$ cat src/rtl/csw_pkg.sv
package csw_pkg;

    localparam int NUM_SRC  = 3;
    localparam int CODE_W   = 8;
    localparam int ADDR_W   = 3;
    localparam int SDIV_W   = 2;
    localparam int CDIV_W   = 3;

    localparam logic [CODE_W-1:0] CODE_FAST = 8'hE1;
    localparam logic [CODE_W-1:0] CODE_SLOW = 8'hD2;
    localparam logic [CODE_W-1:0] CODE_EXT  = 8'hB4;

    typedef enum logic [1:0] {
        SRC_FAST = 2'd0,
        SRC_SLOW = 2'd1,
        SRC_EXT  = 2'd2
    } src_e;

    typedef enum logic [ADDR_W-1:0] {
        A_OSC_INT = 3'd0,
        A_OSC_EXT = 3'd1,
        A_MSTAT   = 3'd2,
        A_TARGET  = 3'd3,
        A_SWCTL   = 3'd4,
        A_DIV     = 3'd5
    } addr_e;

    // switch control byte, low nibble
    typedef struct packed {
        logic flag;
        logic ie;
        logic start;
        logic busy;
    } swctl_t;

    typedef struct packed {
        logic [SDIV_W-1:0] sdiv;
        logic [CDIV_W-1:0] cdiv;
    } div_t;

    function automatic logic code_valid(input logic [CODE_W-1:0] c);
        return (c == CODE_FAST) || (c == CODE_SLOW) || (c == CODE_EXT);
    endfunction

    function automatic src_e code_to_src(input logic [CODE_W-1:0] c);
        case (c)
            CODE_SLOW: return SRC_SLOW;
            CODE_EXT:  return SRC_EXT;
            default:   return SRC_FAST;
        endcase
    endfunction

    function automatic logic [NUM_SRC-1:0] src_onehot(input src_e s);
        return NUM_SRC'(1) << s;
    endfunction

endpackage

$ cat src/rtl/csw_switch_fsm.sv
module csw_switch_fsm
    import csw_pkg::*;
(
    input  logic                clk,
    input  logic                rst,
    input  logic                tgt_wr,
    input  logic [CODE_W-1:0]   tgt_data,
    input  logic                ctl_wr,
    input  swctl_t              ctl_data,
    input  logic [NUM_SRC-1:0]  osc_ready,
    output logic                busy,
    output logic                flag,
    output logic                ie,
    output logic [CODE_W-1:0]   master_code,
    output logic [CODE_W-1:0]   target_code
);

    logic seen;
    src_e tgt_src;
    logic tgt_rdy;
    logic abort_req;
    logic start_req;
    logic complete;

    assign tgt_src   = code_to_src(target_code);
    assign tgt_rdy   = osc_ready[tgt_src];
    assign abort_req = ctl_wr && busy && !ctl_data.busy;
    assign start_req = ctl_wr && !busy && ctl_data.start && (target_code != master_code);
    assign complete  = busy && !abort_req && seen && tgt_rdy;

    always_ff @(posedge clk) begin
        if (rst) begin
            master_code <= CODE_FAST;
            target_code <= CODE_FAST;
            busy        <= 1'b0;
            seen        <= 1'b0;
            flag        <= 1'b0;
            ie          <= 1'b0;
        end else begin
            if (tgt_wr && !busy && code_valid(tgt_data))
                target_code <= tgt_data;
            if (ctl_wr)
                ie <= ctl_data.ie;
            seen <= busy && tgt_rdy && !abort_req;
            if (start_req)
                busy <= 1'b1;
            else if (abort_req || complete)
                busy <= 1'b0;
            if (complete)
                master_code <= target_code;
            if (complete)
                flag <= 1'b1;
            else if (ctl_wr && !ctl_data.flag)
                flag <= 1'b0;
        end
    end

endmodule

$ cat src/rtl/csw_osc_ctrl.sv
module csw_osc_ctrl
    import csw_pkg::*;
(
    input  logic                clk,
    input  logic                rst,
    input  logic                int_wr,
    input  logic [1:0]          int_en,
    input  logic                ext_wr,
    input  logic                ext_en,
    input  logic                busy,
    input  logic [CODE_W-1:0]   master_code,
    input  logic [CODE_W-1:0]   target_code,
    output logic [NUM_SRC-1:0]  en_q,
    output logic [NUM_SRC-1:0]  osc_enable_o
);

    src_e m_src;
    src_e t_src;

    assign m_src = code_to_src(master_code);
    assign t_src = code_to_src(target_code);

    always_ff @(posedge clk) begin
        if (rst) begin
            en_q <= src_onehot(SRC_FAST);
        end else begin
            if (int_wr) begin
                en_q[SRC_FAST] <= int_en[0];
                en_q[SRC_SLOW] <= int_en[1];
            end
            if (ext_wr)
                en_q[SRC_EXT] <= ext_en;
        end
    end

    for (genvar i = 0; i < NUM_SRC; i++) begin : g_src
        assign osc_enable_o[i] = en_q[i]
                               | (m_src == src_e'(i))
                               | (busy && (t_src == src_e'(i)));
    end

endmodule

$ cat src/rtl/csw_prescaler.sv
module csw_prescaler
    import csw_pkg::*;
#(
    parameter int S_W = SDIV_W,
    parameter int C_W = CDIV_W
) (
    input  logic        clk,
    input  logic        rst,
    input  logic        div_wr,
    input  div_t        div_data,
    output div_t        div_q,
    output logic        tick
);

    localparam int EXP_MAX = ((1 << S_W) - 1) + ((1 << C_W) - 1);
    localparam int EXP_W   = $clog2(EXP_MAX + 1);
    localparam int CNT_W   = EXP_MAX;

    logic [CNT_W-1:0] cnt;
    logic [EXP_W-1:0] expo;
    logic [CNT_W:0]   full;
    logic [CNT_W-1:0] mask;

    assign expo = EXP_W'(div_q.sdiv) + EXP_W'(div_q.cdiv);
    assign full = (CNT_W + 1)'(1) << expo;
    assign mask = CNT_W'(full - 1'b1);
    assign tick = ((cnt & mask) == mask);

    always_ff @(posedge clk) begin
        if (rst) begin
            div_q.sdiv <= '1;
            div_q.cdiv <= '0;
            cnt        <= '0;
        end else if (div_wr) begin
            div_q <= div_data;
            cnt   <= '0;
        end else begin
            cnt <= cnt + CNT_W'(1);
        end
    end

endmodule

$ cat src/rtl/clk_switch_ctrl.sv
module clk_switch_ctrl
    import csw_pkg::*;
(
    input  logic                clk,
    input  logic                rst,
    input  logic                bus_wr,
    input  logic [ADDR_W-1:0]   bus_addr,
    input  logic [CODE_W-1:0]   bus_wdata,
    output logic [CODE_W-1:0]   bus_rdata,
    input  logic [NUM_SRC-1:0]  osc_ready_i,
    output logic [NUM_SRC-1:0]  osc_enable_o,
    output logic                irq_o,
    output logic                cpu_tick_o
);

    addr_e               sel;
    logic                busy;
    logic                sw_flag;
    logic                sw_ie;
    logic [CODE_W-1:0]   master_code;
    logic [CODE_W-1:0]   target_code;
    logic [NUM_SRC-1:0]  en_q;
    div_t                div_q;
    swctl_t              ctl_wdata;
    div_t                div_wdata;

    assign sel       = addr_e'(bus_addr);
    assign ctl_wdata = swctl_t'(bus_wdata[3:0]);
    assign div_wdata = div_t'(bus_wdata[SDIV_W+CDIV_W-1:0]);

    csw_switch_fsm u_fsm (
        .clk         (clk),
        .rst         (rst),
        .tgt_wr      (bus_wr && (sel == A_TARGET)),
        .tgt_data    (bus_wdata),
        .ctl_wr      (bus_wr && (sel == A_SWCTL)),
        .ctl_data    (ctl_wdata),
        .osc_ready   (osc_ready_i),
        .busy        (busy),
        .flag        (sw_flag),
        .ie          (sw_ie),
        .master_code (master_code),
        .target_code (target_code)
    );

    csw_osc_ctrl u_osc (
        .clk          (clk),
        .rst          (rst),
        .int_wr       (bus_wr && (sel == A_OSC_INT)),
        .int_en       ({bus_wdata[2], bus_wdata[0]}),
        .ext_wr       (bus_wr && (sel == A_OSC_EXT)),
        .ext_en       (bus_wdata[0]),
        .busy         (busy),
        .master_code  (master_code),
        .target_code  (target_code),
        .en_q         (en_q),
        .osc_enable_o (osc_enable_o)
    );

    csw_prescaler #(
        .S_W (SDIV_W),
        .C_W (CDIV_W)
    ) u_div (
        .clk      (clk),
        .rst      (rst),
        .div_wr   (bus_wr && (sel == A_DIV)),
        .div_data (div_wdata),
        .div_q    (div_q),
        .tick     (cpu_tick_o)
    );

    assign irq_o = sw_flag && sw_ie;

    always_comb begin
        bus_rdata = '0;
        case (sel)
            A_OSC_INT: bus_rdata = {4'b0, osc_ready_i[SRC_SLOW], en_q[SRC_SLOW],
                                    osc_ready_i[SRC_FAST], en_q[SRC_FAST]};
            A_OSC_EXT: bus_rdata = {6'b0, osc_ready_i[SRC_EXT], en_q[SRC_EXT]};
            A_MSTAT:   bus_rdata = master_code;
            A_TARGET:  bus_rdata = target_code;
            A_SWCTL:   bus_rdata = {4'b0, sw_flag, sw_ie, 1'b0, busy};
            A_DIV:     bus_rdata = {{(CODE_W-SDIV_W-CDIV_W){1'b0}}, div_q};
            default:   bus_rdata = '0;
        endcase
    end

endmodule

$ cat config.mk
export PLATFORM = sky130hd
export DESIGN_NAME = clk_switch_ctrl
export DESIGN_NICKNAME = d
export VERILOG_FILES = /design/src/rtl/csw_pkg.sv /design/src/rtl/csw_switch_fsm.sv /design/src/rtl/csw_osc_ctrl.sv /design/src/rtl/csw_prescaler.sv /design/src/rtl/clk_switch_ctrl.sv
export SDC_FILE = /design/constraint.sdc
export NUM_CORES = 1
export LEC_CHECK = 0
export BUFFER_PORTS_ARGS = -buffer_cell sky130_fd_sc_hd__buf_2
export CAP_MARGIN = 5
export CORE_UTILIZATION = 42
export CTS_BUF_LIST = sky130_fd_sc_hd__clkbuf_16
export CTS_CLUSTER_DIAMETER = 200
export DETAILED_ROUTE_END_ITERATION = 10
export SLEW_MARGIN = 20
export SYNTH_ARGS = -nofsm -noshare
export SYNTH_HDL_FRONTEND = slang
export SYNTH_SLANG_ARGS = --single-unit
$ cat constraint.sdc
create_clock -name clk -period 9.6 [get_ports clk]
set_clock_uncertainty 0.1 [all_clocks]
set_input_delay 1.92 -clock clk [delete_from_list [all_inputs] [get_ports clk]]
set_output_delay 1.92 -clock clk [all_outputs]
set_load 0.02 [all_outputs]
==> results of run 1 <==
layout make-up:
type | count | area, sq um | area share [%]
multi-input cells | 214 | 1480 | 55.6
flip-flops and latches | 38 | 761 | 28.5
repair buffers | 29 | 145 | 5.45
clock buffers | 5 | 125 | 4.69
well taps | 70 | 87.6 | 3.29
inverters | 14 | 52.6 | 1.97
clock inverters | 3 | 12.5 | 0.469
final timing paths:
kind / from / end / slack (ns) / cells after the start
max: u_div.div_q[0] / cpu_tick_o / 4.22 / 13
min: u_div.cnt[0] / u_div.cnt[0] / 0.41 / 1
max reg2reg: u_fsm.target_code[1] / u_fsm.master_code[1] / 7.29 / 5
min reg2reg: u_div.cnt[0] / u_div.cnt[0] / 0.41 / 1
flip-flops by register name, indices dropped and copies added (netlist names):
register and flops:
u_fsm.master_code 8, u_fsm.seen 1, u_div.cnt 10, u_fsm.busy 1, u_fsm.ie 1, u_div.div_q 5, u_fsm.flag 1, u_osc.en_q 3
u_fsm.target_code 8
cells in the final DEF (no fill, tap or decap), drive strengths merged, types with 4 or more instances in the layout:
cell type  count
o211ai         7
mux2i         20
buf           29
a21oi         14
nor3           6
nand4          4
inv           15
nand2b         8
o21ai          9
clkbuf         5
xnor2         14
nand3         11
ha             4
xor2           4
nor2          43
and3           4
a22oi          4
dfxtp         38
nand2         16
nor4           4
metrics by stage:
step,power (mW),cells,util [%]
4_1_cts,0.361,373,50.6
2_1_floorplan,0.193,283,-
3_5_place_dp,0.204,365,48.0
6_report,0.357,373,50.6
5_1_grt,0.374,373,50.6
3_3_place_gp,0.204,365,48.0
power by group through the flow:
| stage | Sequential, mW | Clock, mW | Combinational, mW |
|---|---|---|---|
| final | 0.162 | 0.156 | 0.0389 |
| after global routing | 0.163 | 0.169 | 0.0430 |
| after CTS | 0.162 | 0.160 | 0.0388 |
| after detailed placement | 0.166 | 0 | 0.0385 |
| after global placement | 0.166 | 0 | 0.0385 |
| after floorplan | 0.164 | 0 | 0.0286 |
routing by layer:
metal	routed length (um)	up-vias	share of wire, %	GRT usage, %
met5	0	-	0	0
met4	55	0	0.98	6.23
met3	278	6	5.0	4.64
met2	2380	48	42	28.7
met1	2900	973	52	29.7
li1	-	1052	-	-
worst max-delay path, stage by stage (launching register included):
cell and delay (ns):
dfxtp_1 0.38, ha_1 0.18, inv_1 0.05, fa_1 0.43, nand2b_1 0.19, o21ai_1 0.29
nand3_1 0.13, ha_1 0.32, nand2_1 0.13, a221o_1 0.12, a31oi_1 0.07, a311oi_1 0.22
nor4bb_1 0.34, buf_2 0.22
logic make-up after synthesis:
group | after synthesis | share of synthesized area [%]
compound gates | 53 | 17.0
buf+inv | 31 | 5.44
fa+ha+maj | 5 | 2.96
flops | 38 | 32.1
mux | 24 | 11.0
simple gates | 114 | 24.9
xor+xnor | 18 | 6.65
==> results.toml, run 1 <==
[routing]
dr_total_vias = 2079
post_drt_wl_per_cell_um = 15.0
viasPerCell = 5.57
drc = 0
drt_iter0_drc = 116
firstDrtPassIters = 4
totalWireLength_um = 5610
ant_nets = 0

[synthesis]
synth-seq-area-share_pct = 32.1
synth_edf_count = 0
ys_types = 55
yosys_warnings = 0
syn_area_sq_um = 2370
yosys-top-cells-count = "43 x nor2_1, 38 x dfxtp_1, 20 x mux2i_1, 16 x nand2_1, 14 x xnor2_1"
syn_area_per_cell_sq_um = 8.38
ys_ff_latch = 38
synth_largest_area_cell = "dfxtp_1"
ys_async_sr_fraction_pct = 0
synth.net_count = 305
synth.top_cell.area_share_pct = 32.1
synth-main-ff-cell = "dfxtp_1"
yosysMostFrequentCell = "nor2_1"
syn_inst = 283
synth_area_leaders = "dfxtp_1 32%, mux2i_1 8.4%, nor2_1 6.8%"

[power]
power_density_nw_per_um2 = 134
p_sw_uw = 88.6
p_leak_nw = 1.11
max-vdd-ir-drop_mv = 0.0686
seq_power_share_pct = 45.5
comb_power_share_pct = 10.9
p_int_uw = 269
clockPowerShare_pct = 43.6
p_sw_share_pct = 24.8

[worst_hold_path]
min_path_type = "flop to flop"

[timing]
worstMarginPinSlew_ns = 1.03
maxSlewHeadroom_pct = 31.5
whs_ns = 0.407
finalSetupTns_ns = 0
finalHoldViolations = 0
finalMaxSlewViolations = 0
setup_viol = 0
fin_crit_sh_pct = 56.0
rsz0062_at_grt = "false"
min_period_ns = 5.38
fin_ws_ns = 4.22
max_freq_mhz = 186

[die]
fp.dieH_um = 77.1
die_area_sq_um = 5950
io_pins = 30
start_util_pct = 45.0
rows = 26
die_w_um = 77.1
core_area_sq_um = 5270

[placed_design]
placed_area_sq_um = 2530
portBuffers = 29
dp_hpwl_um = 4160
preCtsSetupSlack_ns = 4.45
gp_congestion = 0.829

[cts]
cts_resized = 0
cts-root-buf = "clkbuf_16"
cts_num_sinks = 38
cts_tree = "built"
clk_latency_ns = 0.28
clkTransAtPathRegs_ns = 0.06
numCtsBuffers = 5
htreeDepth = 2
postCtsHoldBufs = 0
cts_setup_buffers = 0
cts_max_path_buffers = 2

[grt]
grt_pass1_vias = 1854
grt_max_degree = 26
antenna_found_initial = 0
overflow = 0
grt_first_pass_wirelength_um = 9400
grt_usage_pct = 20.2

[finish]
n_antenna_cell = 0
fillerInstances = 541
design_area_sq_um = 2670
area_delta_synth_final_pct = 12.4
drive_gt1_share_pct = 16.2
layout.nets = 324

[worst_setup_path]
start_kind = "flop"
cp-end-kind = "output pin"
crit_arrival_ns = 3.36
cp_data_required_time_ns = 7.58
crit_type = "flop to output pin"
critical_path.max_fanout = 10

[status]
status = "complete, no violations"

[flow_run]
maxCapViolCount = 0
(Power assumes the default switching activity.)
==> inputs of run 2 (changes only) <==
Clock period 9.6 ns to 5.35 ns, I/O delays scaled along.
==> results.toml, run 2 (synthesis results as in run 1) <==
[routing]
drc = 0
dr_total_vias = 2100
totalWireLength_um = 5980
drt_iter0_drc = 169
viasPerCell = 5.65
ant_nets = 0
post_drt_wl_per_cell_um = 16.1
firstDrtPassIters = 4

[timing]
finalHoldViolations = 0
whs_ns = 0.398
finalSetupTns_ns = 0
fin_ws_ns = 0.902
fin_crit_sh_pct = 83.1
min_period_ns = 4.45
worstMarginPinSlew_ns = 0.925
rsz0062_at_grt = "false"
finalMaxSlewViolations = 0
setup_viol = 0
maxSlewHeadroom_pct = 38.3
max_freq_mhz = 225

[cts]
cts_tree = "built"
cts_max_path_buffers = 2
cts_setup_buffers = 0
clkTransAtPathRegs_ns = 0.05
cts_num_sinks = 38
cts_resized = 0
cts-root-buf = "clkbuf_16"
numCtsBuffers = 5
postCtsHoldBufs = 0
clk_latency_ns = 0.28
htreeDepth = 2

[die]
io_pins = 30
fp.dieH_um = 77.1
die_area_sq_um = 5950
core_area_sq_um = 5270
die_w_um = 77.1
rows = 26
start_util_pct = 45.0

[finish]
n_antenna_cell = 0
final_common_cell = "nor2_1"
area_delta_synth_final_pct = 12.5
reg.largest.list = "u_div.cnt x10, u_fsm.master_code x8, u_fsm.target_code x8"
drive_gt1_share_pct = 16.2
final_cell_mix = "43 x nor2_1, 38 x dfxtp_1, 29 x buf_2"
layout.nets = 324
top_register = "u_div.cnt"
largest_register_ffs = 10

[power]
power_density_nw_per_um2 = 237
fin_total_pwr_uw = 633
p_leak_nw = 1.11
max-vdd-ir-drop_mv = 0.141

[worst_setup_path]
cp_data_required_time_ns = 4.18
cp-end-kind = "output pin"
r2r_setup_slack_ns = 3.03
crit_type = "flop to output pin"
start_kind = "flop"
critical_path.max_fanout = 10
crit_arrival_ns = 3.28

[flow_run]
maxCapViolCount = 0

[grt]
grt_max_degree = 26
grt_usage_pct = 21.2
grt_pass1_vias = 1998
antenna_found_initial = 0
overflow = 0
grt_first_pass_wirelength_um = 9960

[status]
status = "complete, no violations"

[placed_design]
preCtsSetupSlack_ns = 1.24
gp_congestion = 0.817
dp_hpwl_um = 4270
portBuffers = 29

[worst_hold_path]
min_path_type = "flop to flop"
## run 2: path summary, 6_finish.rpt
check                                             to  cells after the start                 start
worst min-delay path                    u_div.cnt[0]                      1          u_div.cnt[0]
worst max register to register  u_fsm.master_code[4]                      5  u_fsm.target_code[1]
worst min register to register          u_div.cnt[0]                      1          u_div.cnt[0]
worst max-delay path                      cpu_tick_o                     13        u_div.div_q[0]
## run 2: area by class of cell
| type | instances | area [sq um] |
|---|---|---|
| fill | 536 | 2600 |
| multi-input combinational | 214 | 1490 |
| sequential | 38 | 761 |
| timing repair buffer | 29 | 145 |
| clock buffer | 5 | 125 |
| tap | 70 | 87.6 |
| inverter | 14 | 52.6 |
| clock inverter | 2 | 7.51 |
## run 2: worst max-delay path, stage by stage (launching register included)
cell and delay [ns]:
dfxtp_1 0.36, ha_1 0.19, inv_1 0.06, fa_1 0.45, nand2b_1 0.20, o21ai_1 0.28, nand3_1 0.13, ha_1 0.32
nand2_1 0.13, a221o_1 0.11, a31oi_1 0.07, a311oi_1 0.19, nor4bb_1 0.31, buf_2 0.21
## run 2: metal layers
layer	part of all wire [%]	vias to the layer above	GRT usage (%)	wire length [um]
met1	49	976	29.4	2910
met3	6.3	5	4.88	377
met5	0	-	0	0
met4	0.70	0	5.66	42
li1	-	1048	-	-
met2	44	71	32.7	2650
## run 2: power breakdown
part | leakage [nW] | internal (mW) | switching [mW]
clock | 0.0723 | 0.166 | 0.103
combinational | 0.726 | 0.0275 | 0.0441
sequential | 0.307 | 0.287 | 0.00463
## run 2: through the flow
step,util [%],std cells,area [sq um]
6_report,50.6,372,2670
5_1_grt,50.6,372,2670
4_1_cts,50.5,372,2660
3_5_place_dp,48.0,365,2530
3_3_place_gp,48.0,365,2530
2_1_floorplan,-,283,2370
